File: config.mk
export PLATFORM = sky130hd
export DESIGN_NAME = irq_ack_unit
export DESIGN_NICKNAME = d
export VERILOG_FILES = /design/src/rtl/irq_ack_pkg.sv /design/src/rtl/irq_state_bank.sv /design/src/rtl/irq_runprio_scan.sv /design/src/rtl/irq_ack_unit.sv
export SDC_FILE = /design/constraint.sdc
export NUM_CORES = 2
export LEC_CHECK = 0
export ABC_AREA = 0
export BUFFER_PORTS_ARGS = -buffer_cell sky130_fd_sc_hd__buf_2
export CAP_MARGIN = 10
export CORE_MARGIN = 1.5
export CORE_UTILIZATION = 31
export CTS_CLUSTER_DIAMETER = 150
export CTS_CLUSTER_SIZE = 14
export DETAILED_ROUTE_END_ITERATION = 12
export PLACE_DENSITY = 0.43
export SETUP_SLACK_MARGIN = 0.3
export SYNTH_ARGS = -nofsm -noshare
export SYNTH_HDL_FRONTEND = slang
export SYNTH_SLANG_ARGS = --single-unit
File: constraint.sdc
create_clock -name clk_i -period 15.4 [get_ports clk_i]
set_input_delay 1.54 -clock clk_i [delete_from_list [all_inputs] [get_ports clk_i]]
set_output_delay 1.54 -clock clk_i [all_outputs]
set_load 0.02 [all_outputs]
File: src/rtl/irq_ack_pkg.sv
package irq_ack_pkg;
  localparam int ID_W     = 10;
  localparam int PRIO_W   = 8;
  localparam int BANKED_N = 32;
  localparam logic [ID_W-1:0]   SPURIOUS_ID = 10'd1023;
  localparam logic [PRIO_W-1:0] PRIO_IDLE   = 8'hFF;
endpackage

File: src/rtl/irq_state_bank.sv
module irq_state_bank
  import irq_ack_pkg::*;
#(
  parameter int NUM_CPUS = 2,
  parameter int NUM_IRQ  = 64,
  parameter int CPU_W    = 1
) (
  input  logic                                             clk_i,
  input  logic                                             rst_ni,
  input  logic                                             pset_valid_i,
  input  logic [CPU_W-1:0]                                 pset_cpu_i,
  input  logic [ID_W-1:0]                                  pset_id_i,
  input  logic                                             prio_wr_valid_i,
  input  logic [CPU_W-1:0]                                 prio_wr_cpu_i,
  input  logic [ID_W-1:0]                                  prio_wr_id_i,
  input  logic [PRIO_W-1:0]                                prio_wr_data_i,
  input  logic                                             ack_fire_i,
  input  logic [CPU_W-1:0]                                 ack_cpu_i,
  input  logic [ID_W-1:0]                                  ack_id_i,
  input  logic                                             eoi_fire_i,
  input  logic [CPU_W-1:0]                                 eoi_cpu_i,
  input  logic [ID_W-1:0]                                  eoi_id_i,
  output logic                                             ack_hit_o,
  output logic                                             eoi_hit_o,
  output logic [NUM_CPUS-1:0][NUM_IRQ-1:0]                 act_o,
  output logic [NUM_CPUS-1:0][NUM_IRQ-1:0][PRIO_W-1:0]     prio_o
);
  localparam int NSH  = NUM_IRQ - BANKED_N;
  localparam int SH_W = (NSH > 1) ? $clog2(NSH) : 1;
  localparam int BK_W = $clog2(BANKED_N);

  logic [NUM_CPUS-1:0][BANKED_N-1:0]             bpend_q, bact_q;
  logic [NUM_CPUS-1:0][BANKED_N-1:0][PRIO_W-1:0] bprio_q;
  logic [NSH-1:0]                                spend_q, sact_q;
  logic [NSH-1:0][PRIO_W-1:0]                    sprio_q;

  function automatic logic in_range(logic [ID_W-1:0] id);
    return id < ID_W'(NUM_IRQ);
  endfunction

  function automatic logic is_banked(logic [ID_W-1:0] id);
    return id < ID_W'(BANKED_N);
  endfunction

  function automatic logic [SH_W-1:0] sh_idx(logic [ID_W-1:0] id);
    logic [ID_W-1:0] d;
    d = id - ID_W'(BANKED_N);
    return d[SH_W-1:0];
  endfunction

  always_comb begin
    ack_hit_o = 1'b0;
    if (in_range(ack_id_i))
      ack_hit_o = is_banked(ack_id_i) ? bpend_q[ack_cpu_i][ack_id_i[BK_W-1:0]]
                                      : spend_q[sh_idx(ack_id_i)];
    eoi_hit_o = 1'b0;
    if (in_range(eoi_id_i))
      eoi_hit_o = is_banked(eoi_id_i) ? bact_q[eoi_cpu_i][eoi_id_i[BK_W-1:0]]
                                      : sact_q[sh_idx(eoi_id_i)];
  end

  // Later assignments win: pending set before ack clear, EOI clear before ack set.
  always_ff @(posedge clk_i or negedge rst_ni) begin
    if (!rst_ni) begin
      bpend_q <= '0;
      bact_q  <= '0;
      spend_q <= '0;
      sact_q  <= '0;
    end else begin
      if (pset_valid_i && in_range(pset_id_i)) begin
        if (is_banked(pset_id_i)) bpend_q[pset_cpu_i][pset_id_i[BK_W-1:0]] <= 1'b1;
        else                      spend_q[sh_idx(pset_id_i)]               <= 1'b1;
      end
      if (eoi_fire_i && eoi_hit_o) begin
        if (is_banked(eoi_id_i)) bact_q[eoi_cpu_i][eoi_id_i[BK_W-1:0]] <= 1'b0;
        else                     sact_q[sh_idx(eoi_id_i)]              <= 1'b0;
      end
      if (ack_fire_i && ack_hit_o) begin
        if (is_banked(ack_id_i)) begin
          bact_q[ack_cpu_i][ack_id_i[BK_W-1:0]]  <= 1'b1;
          bpend_q[ack_cpu_i][ack_id_i[BK_W-1:0]] <= 1'b0;
        end else begin
          sact_q[sh_idx(ack_id_i)]  <= 1'b1;
          spend_q[sh_idx(ack_id_i)] <= 1'b0;
        end
      end
    end
  end

  always_ff @(posedge clk_i or negedge rst_ni) begin
    if (!rst_ni) begin
      bprio_q <= '0;
      sprio_q <= '0;
    end else if (prio_wr_valid_i && in_range(prio_wr_id_i)) begin
      if (is_banked(prio_wr_id_i))
        bprio_q[prio_wr_cpu_i][prio_wr_id_i[BK_W-1:0]] <= prio_wr_data_i;
      else
        sprio_q[sh_idx(prio_wr_id_i)] <= prio_wr_data_i;
    end
  end

  for (genvar c = 0; c < NUM_CPUS; c++) begin : g_cpu
    for (genvar i = 0; i < NUM_IRQ; i++) begin : g_id
      if (i < BANKED_N) begin : g_bank
        assign act_o[c][i]  = bact_q[c][i];
        assign prio_o[c][i] = bprio_q[c][i];
      end else begin : g_shared
        assign act_o[c][i]  = sact_q[i-BANKED_N];
        assign prio_o[c][i] = sprio_q[i-BANKED_N];
      end
    end
  end

  // a miss leaves the active bits untouched when no EOI shares the cycle
  p_miss_no_change_r3: assert property (@(posedge clk_i) disable iff (!rst_ni)
    (ack_fire_i && !ack_hit_o && !eoi_fire_i) |=> $stable(act_o));
endmodule

File: src/rtl/irq_runprio_scan.sv
module irq_runprio_scan
  import irq_ack_pkg::*;
#(
  parameter int NUM_CPUS = 2,
  parameter int NUM_IRQ  = 64,
  parameter int LANES    = 4
) (
  input  logic                                         clk_i,
  input  logic                                         rst_ni,
  input  logic                                         start_i,
  input  logic [NUM_CPUS-1:0]                          cpu_en_i,
  input  logic [NUM_CPUS-1:0][NUM_IRQ-1:0]             act_i,
  input  logic [NUM_CPUS-1:0][NUM_IRQ-1:0][PRIO_W-1:0] prio_i,
  output logic                                         busy_o,
  output logic [NUM_CPUS-1:0][PRIO_W-1:0]              run_prio_o
);
  localparam int CHUNKS = NUM_IRQ / LANES;
  localparam int IDX_W  = (CHUNKS > 1) ? $clog2(CHUNKS) : 1;
  localparam logic [IDX_W-1:0] LAST = IDX_W'(CHUNKS - 1);

  logic                              busy_q;
  logic [IDX_W-1:0]                  idx_q;
  logic [NUM_CPUS-1:0][PRIO_W-1:0]   acc_q, cand, run_prio_q;

  always_comb begin
    for (int c = 0; c < NUM_CPUS; c++) begin
      cand[c] = acc_q[c];
      for (int l = 0; l < LANES; l++) begin
        if (act_i[c][int'(idx_q)*LANES + l] &&
            prio_i[c][int'(idx_q)*LANES + l] < cand[c])
          cand[c] = prio_i[c][int'(idx_q)*LANES + l];
      end
    end
  end

  always_ff @(posedge clk_i or negedge rst_ni) begin
    if (!rst_ni) begin
      busy_q     <= 1'b0;
      idx_q      <= '0;
      acc_q      <= {NUM_CPUS{PRIO_IDLE}};
      run_prio_q <= {NUM_CPUS{PRIO_IDLE}};
    end else if (start_i) begin
      busy_q <= 1'b1;
      idx_q  <= '0;
      acc_q  <= {NUM_CPUS{PRIO_IDLE}};
    end else if (busy_q) begin
      if (idx_q == LAST) begin
        busy_q <= 1'b0;
        for (int c = 0; c < NUM_CPUS; c++)
          if (cpu_en_i[c]) run_prio_q[c] <= cand[c];
      end else begin
        idx_q <= idx_q + 1'b1;
        acc_q <= cand;
      end
    end
  end

  assign busy_o     = busy_q;
  assign run_prio_o = run_prio_q;

  p_scan_hold_r7: assert property (@(posedge clk_i) disable iff (!rst_ni)
    (busy_q && idx_q != LAST) |=> ($stable(run_prio_q) && busy_q));
  p_start_idle_r7: assert property (@(posedge clk_i) disable iff (!rst_ni)
    start_i |-> !busy_q);
endmodule

File: src/rtl/irq_ack_unit.sv
module irq_ack_unit
  import irq_ack_pkg::*;
#(
  parameter int NUM_CPUS   = 2,
  parameter int NUM_IRQ    = 64,
  parameter int SCAN_LANES = 4,
  localparam int CPU_W     = (NUM_CPUS > 1) ? $clog2(NUM_CPUS) : 1
) (
  input  logic                             clk_i,
  input  logic                             rst_ni,
  input  logic [NUM_CPUS-1:0]              cpu_en_i,
  input  logic [NUM_CPUS-1:0][ID_W-1:0]    hp_id_i,
  input  logic                             pset_valid_i,
  input  logic [CPU_W-1:0]                 pset_cpu_i,
  input  logic [ID_W-1:0]                  pset_id_i,
  input  logic                             prio_wr_valid_i,
  input  logic [CPU_W-1:0]                 prio_wr_cpu_i,
  input  logic [ID_W-1:0]                  prio_wr_id_i,
  input  logic [PRIO_W-1:0]                prio_wr_data_i,
  input  logic                             ack_valid_i,
  input  logic [CPU_W-1:0]                 ack_cpu_i,
  input  logic                             eoi_valid_i,
  input  logic [CPU_W-1:0]                 eoi_cpu_i,
  input  logic [ID_W-1:0]                  eoi_id_i,
  output logic                             ready_o,
  output logic                             ack_done_o,
  output logic [ID_W-1:0]                  ack_id_o,
  output logic                             eoi_warn_o,
  output logic [NUM_CPUS-1:0][PRIO_W-1:0]  run_prio_o
);
  logic busy, ack_fire, eoi_fire, ack_hit, eoi_hit;
  logic [ID_W-1:0] sel_id;
  logic [NUM_CPUS-1:0][NUM_IRQ-1:0]             act;
  logic [NUM_CPUS-1:0][NUM_IRQ-1:0][PRIO_W-1:0] prio;
  logic ack_done_q, eoi_warn_q;
  logic [ID_W-1:0] ack_id_q;

  assign ready_o  = !busy;
  assign ack_fire = ack_valid_i && ready_o;
  assign eoi_fire = eoi_valid_i && ready_o;
  assign sel_id   = hp_id_i[ack_cpu_i];

  irq_state_bank #(
    .NUM_CPUS(NUM_CPUS), .NUM_IRQ(NUM_IRQ), .CPU_W(CPU_W)
  ) u_bank (
    .clk_i, .rst_ni,
    .pset_valid_i, .pset_cpu_i, .pset_id_i,
    .prio_wr_valid_i, .prio_wr_cpu_i, .prio_wr_id_i, .prio_wr_data_i,
    .ack_fire_i (ack_fire),
    .ack_cpu_i  (ack_cpu_i),
    .ack_id_i   (sel_id),
    .eoi_fire_i (eoi_fire),
    .eoi_cpu_i  (eoi_cpu_i),
    .eoi_id_i   (eoi_id_i),
    .ack_hit_o  (ack_hit),
    .eoi_hit_o  (eoi_hit),
    .act_o      (act),
    .prio_o     (prio)
  );

  irq_runprio_scan #(
    .NUM_CPUS(NUM_CPUS), .NUM_IRQ(NUM_IRQ), .LANES(SCAN_LANES)
  ) u_scan (
    .clk_i, .rst_ni,
    .start_i    (ack_fire || eoi_fire),
    .cpu_en_i   (cpu_en_i),
    .act_i      (act),
    .prio_i     (prio),
    .busy_o     (busy),
    .run_prio_o (run_prio_o)
  );

  always_ff @(posedge clk_i or negedge rst_ni) begin
    if (!rst_ni) begin
      ack_done_q <= 1'b0;
      ack_id_q   <= SPURIOUS_ID;
      eoi_warn_q <= 1'b0;
    end else begin
      ack_done_q <= ack_fire;
      eoi_warn_q <= eoi_fire && !eoi_hit;
      if (ack_fire) ack_id_q <= ack_hit ? sel_id : SPURIOUS_ID;
    end
  end

  assign ack_done_o = ack_done_q;
  assign ack_id_o   = ack_id_q;
  assign eoi_warn_o = eoi_warn_q;

  p_ack_rsp_r2: assert property (@(posedge clk_i) disable iff (!rst_ni)
    ack_done_o |-> $past(ack_valid_i && ready_o));
  p_warn_src_r5: assert property (@(posedge clk_i) disable iff (!rst_ni)
    eoi_warn_o |-> $past(eoi_valid_i && ready_o));
  p_stall_r7: assert property (@(posedge clk_i) disable iff (!rst_ni)
    ((ack_valid_i || eoi_valid_i) && ready_o) |=> !ready_o);

  for (genvar c = 0; c < NUM_CPUS; c++) begin : g_chk
    p_off_hold_r8: assert property (@(posedge clk_i) disable iff (!rst_ni)
      !cpu_en_i[c] |=> $stable(run_prio_o[c]));
  end
endmodule

==> results.md <==
* Most frequent cells in the layout: dfrtp_1 (963), mux2_2 (801), nor2_1 (254)
* Post-synth EDFFs at 0
* Initial Util at 31.2%
* Post-synthesis cell area at approximately 50000 um2
* Placement Cell Area at roughly 53000 um2
* Top cell by count, worst path: a21o_1
* Status: complete, no violations
* Post-synthesis average cell area at ~13 um2
* Data required time of the worst path at approximately 16 ns
* Leading cell type in the layout, fill and taps excluded: dfrtp_1
* Number of remaining DRC errors at 0
* RSZ-0062 raised after global routing: false
* Nets at ~4k
* Number of synthesized register bits at slightly above 1k
* # IOs at 99
* CTS tree: yes
* Drt wl/cell at around 26 um
* Final Max Tran Viols at 0
* Resize count post-CTS at 0
* TritonCTS Buffers at slightly above 80
* Max Buffers Root-to-Sink at 3
* VDD IR max at 0.118 mV
* CP Launch Type: register
* Worst-skew pair later-pin latency at a little over 0.7 ns
* Power per cell area at about 120 nW/um2
* Ranking of synthesized cells by area: dfrtp_1 (48%), mux2_2 (18%), mux4_2 (11%)
* Via Count at between 30k and 40k
* Relative slew slack at approximately 15%
* Placeable Area at between 150000 and 200000 um2
* Synth top area share at roughly half
* Post-CTS setup buffer count at 0
* Buffers on Ports at 98
* Slowest Stage Delay on Critical Path at around 0.96 ns
* Overall Power at between 0.006 and 0.007 W
* Area grow syn2layout at 10.2%
* Final hold vios at 0
* Die width at 405 um
* Yosys warns at 0
* Post-layout min period at about 12 ns
* Fin cells at roughly 6k
* Sequential fraction of the synthesis area at about half
* # hold bufs at CTS at 0
* Vias per cell at 5.24
* Die Height at just over 400 um
* Leak at about 26 nW
* 1st-pass router iterations at 7
* FP Rows at around 150
* Post-Syn Nets at just under 4k
* Least-Margin Pin Slew at 1.27 ns
* Pin count of the biggest net entering global routing at roughly 160
* Synth unique cells at 79
* Crit path launch: u_scan.idx_q[1]
* Antenna violations before repair at 4
* First-pass GRT wire length at between 200000 and 250000 um
* Clock transition at path regs at around 0.080 ns
* RePlAce Congestion at slightly above 0.8
* Fin crit share at between 70% and 80%
* Synth Flop Type: dfrtp_1
* Slowest stage cell, crit path: dfrtp_4
* Placed Cells at 5838
* CP Capture Type: register
* Cells after Synth at roughly 3.8k
* HPWL Detailed at roughly 110000 um
* Highest net fanout along the worst path at 50
* Worst Hold Class: reg -> reg
* CTS Root Cell: clkbuf_16
* Async S/R FF share, synth at between 90% and 100%
* Critical path type: reg -> reg
* Detailed Route Iter0 Violations at between 2k and 2.5k
* Final setup margin at ~3.4 ns
* Final setup violation count at 0
* Final Cell Area at between 50000 and 60000 um2
* Tot GR Track Use at about a fifth
* Max Fclk at ~0.083 GHz
* Maxcap violations at 0
* Pre-CTS setup slack at 3.21 ns
* Final wirelength at ~160000 um
* CTS Sinks at about 1.0k
* Gr ovfl total at 0
* Post-Route Setup TNS at 0 ns
* Fraction of layout cells with a size suffix above 1 at ~36%
* Vias in the first global route at 32.6k
* H-Tree Depth at 3
* Hold_sp: u_bank.bpend_q[34]
* Arrival time worst endpoint at 12.69 ns
* Clock Skew at 0.0495 ns
* RR Startpoint: u_scan.idx_q[1]
* Die Area at between 150000 and 200000 um2
* Cell taking the most area after synthesis: dfrtp_1
* DRT antenna net count at 0
==> path summary, 6_finish.rpt <==
| check | to | slack [ns] | depth (start not counted) |
|---|---|---|---|
| worst max-delay path | u_scan.acc_q[13] | 3.35 | 40 |
| worst min-delay path | u_bank.bpend_q[34] | 0.49 | 2 |
| worst max register to register | u_scan.acc_q[13] | 3.35 | 40 |
| worst min register to register | u_bank.bpend_q[34] | 0.49 | 2 |
| max in group asynchronous | u_scan.idx_q[0] | 11.45 | 4 |
| min in group asynchronous | u_bank.prio_o[442] | 0.83 | 1 |
==> power breakdown <==
| part | total [W] | switching, W | internal (W) |
|---|---|---|---|
| logic | 0.00191 | 0.00117 | 0.000742 |
| clock network | 0.00207 | 0.00105 | 0.00102 |
| registers | 0.00288 | 0.000126 | 0.00275 |
==> kinds of logic (layout without fill, tap and decap cells) <==
logic type,after synthesis,after routing,share of synthesized area [%]
AND/OR/NAND/NOR,735,735,6.56
flip-flops,1009,1009,50.5
AO/OA/AOI/OAI,427,427,5.70
buffers and inverters,320,373,2.83
multiplexers,1216,1216,32.9
XOR/XNOR,3,3,0.0525
other,0,2,0
adder cells (fa/ha/maj),57,57,1.42
==> through the flow <==
stage / hold slack [ns] / util, %
floorplan: 0.455 / -
global placement: 0.474 / 32.9
detailed placement: 0.478 / 32.9
CTS: 0.495 / 34.4
global route: 0.510 / 34.4
finish: 0.494 / 34.4
==> sequential cells by signal, summed over array words and instances (netlist names) <==
name / count
eoi_warn_o: 1
u_bank.act_o: 64
ack_id_o: 10
u_bank.sact_q: 32
ack_done_o: 1
u_bank.prio_o: 768
u_scan.idx_q: 4
u_bank.bpend_q: 64
u_scan.busy_o: 1
u_scan.run_prio_o: 16
u_scan.acc_q: 16
u_bank.spend_q: 32
==> synthesized netlist by cell type (42+ instances only) <==
cell type / instances
ha_1: 57
dfrtp_1: 967
mux4_2: 237
nand2_1: 208
inv_1: 65
mux2_2: 801
dfstp_2: 42
a21oi_1: 144
nor2_1: 256
mux2i_1: 146
clkbuf_1: 171
nor3_1: 127
a21boi_0: 57
a21o_1: 113
==> critical path: cells and delay by family, from the launching register on <==
kind                       cells  cell delay [ns]
AOI/OAI and AO/OA             18             4.49
adders and majority gates      4             1.13
buffers and inverters          5             1.03
DFF                            1             0.96
muxes                          6             1.93
and+or+nand+nor                7             2.36
==> cell type report <==
type / count / area [um2]
Antenna cell: 2 / 5.00
Tap cell: 2160 / 2700
Sequential cell: 1009 / 25300
Fill cell: 15844 / 105000
Clock buffer: 133 / 2260
Multi-Input combinational cell: 2438 / 23400
Clock inverter: 8 / 131
Inverter: 65 / 244
Timing Repair Buffer: 167 / 1100
==> per-layer routing <==
layer  vias up  track usage, %  wire length (um)
met2       543            31.4             75700
li1      13831               -                 -
met3       151            2.27              4950
met4         2            4.27              3310
met5         -               0                17
met1     16801            26.7             71800
No activity file was read; power rests on OpenSTA's default activity.
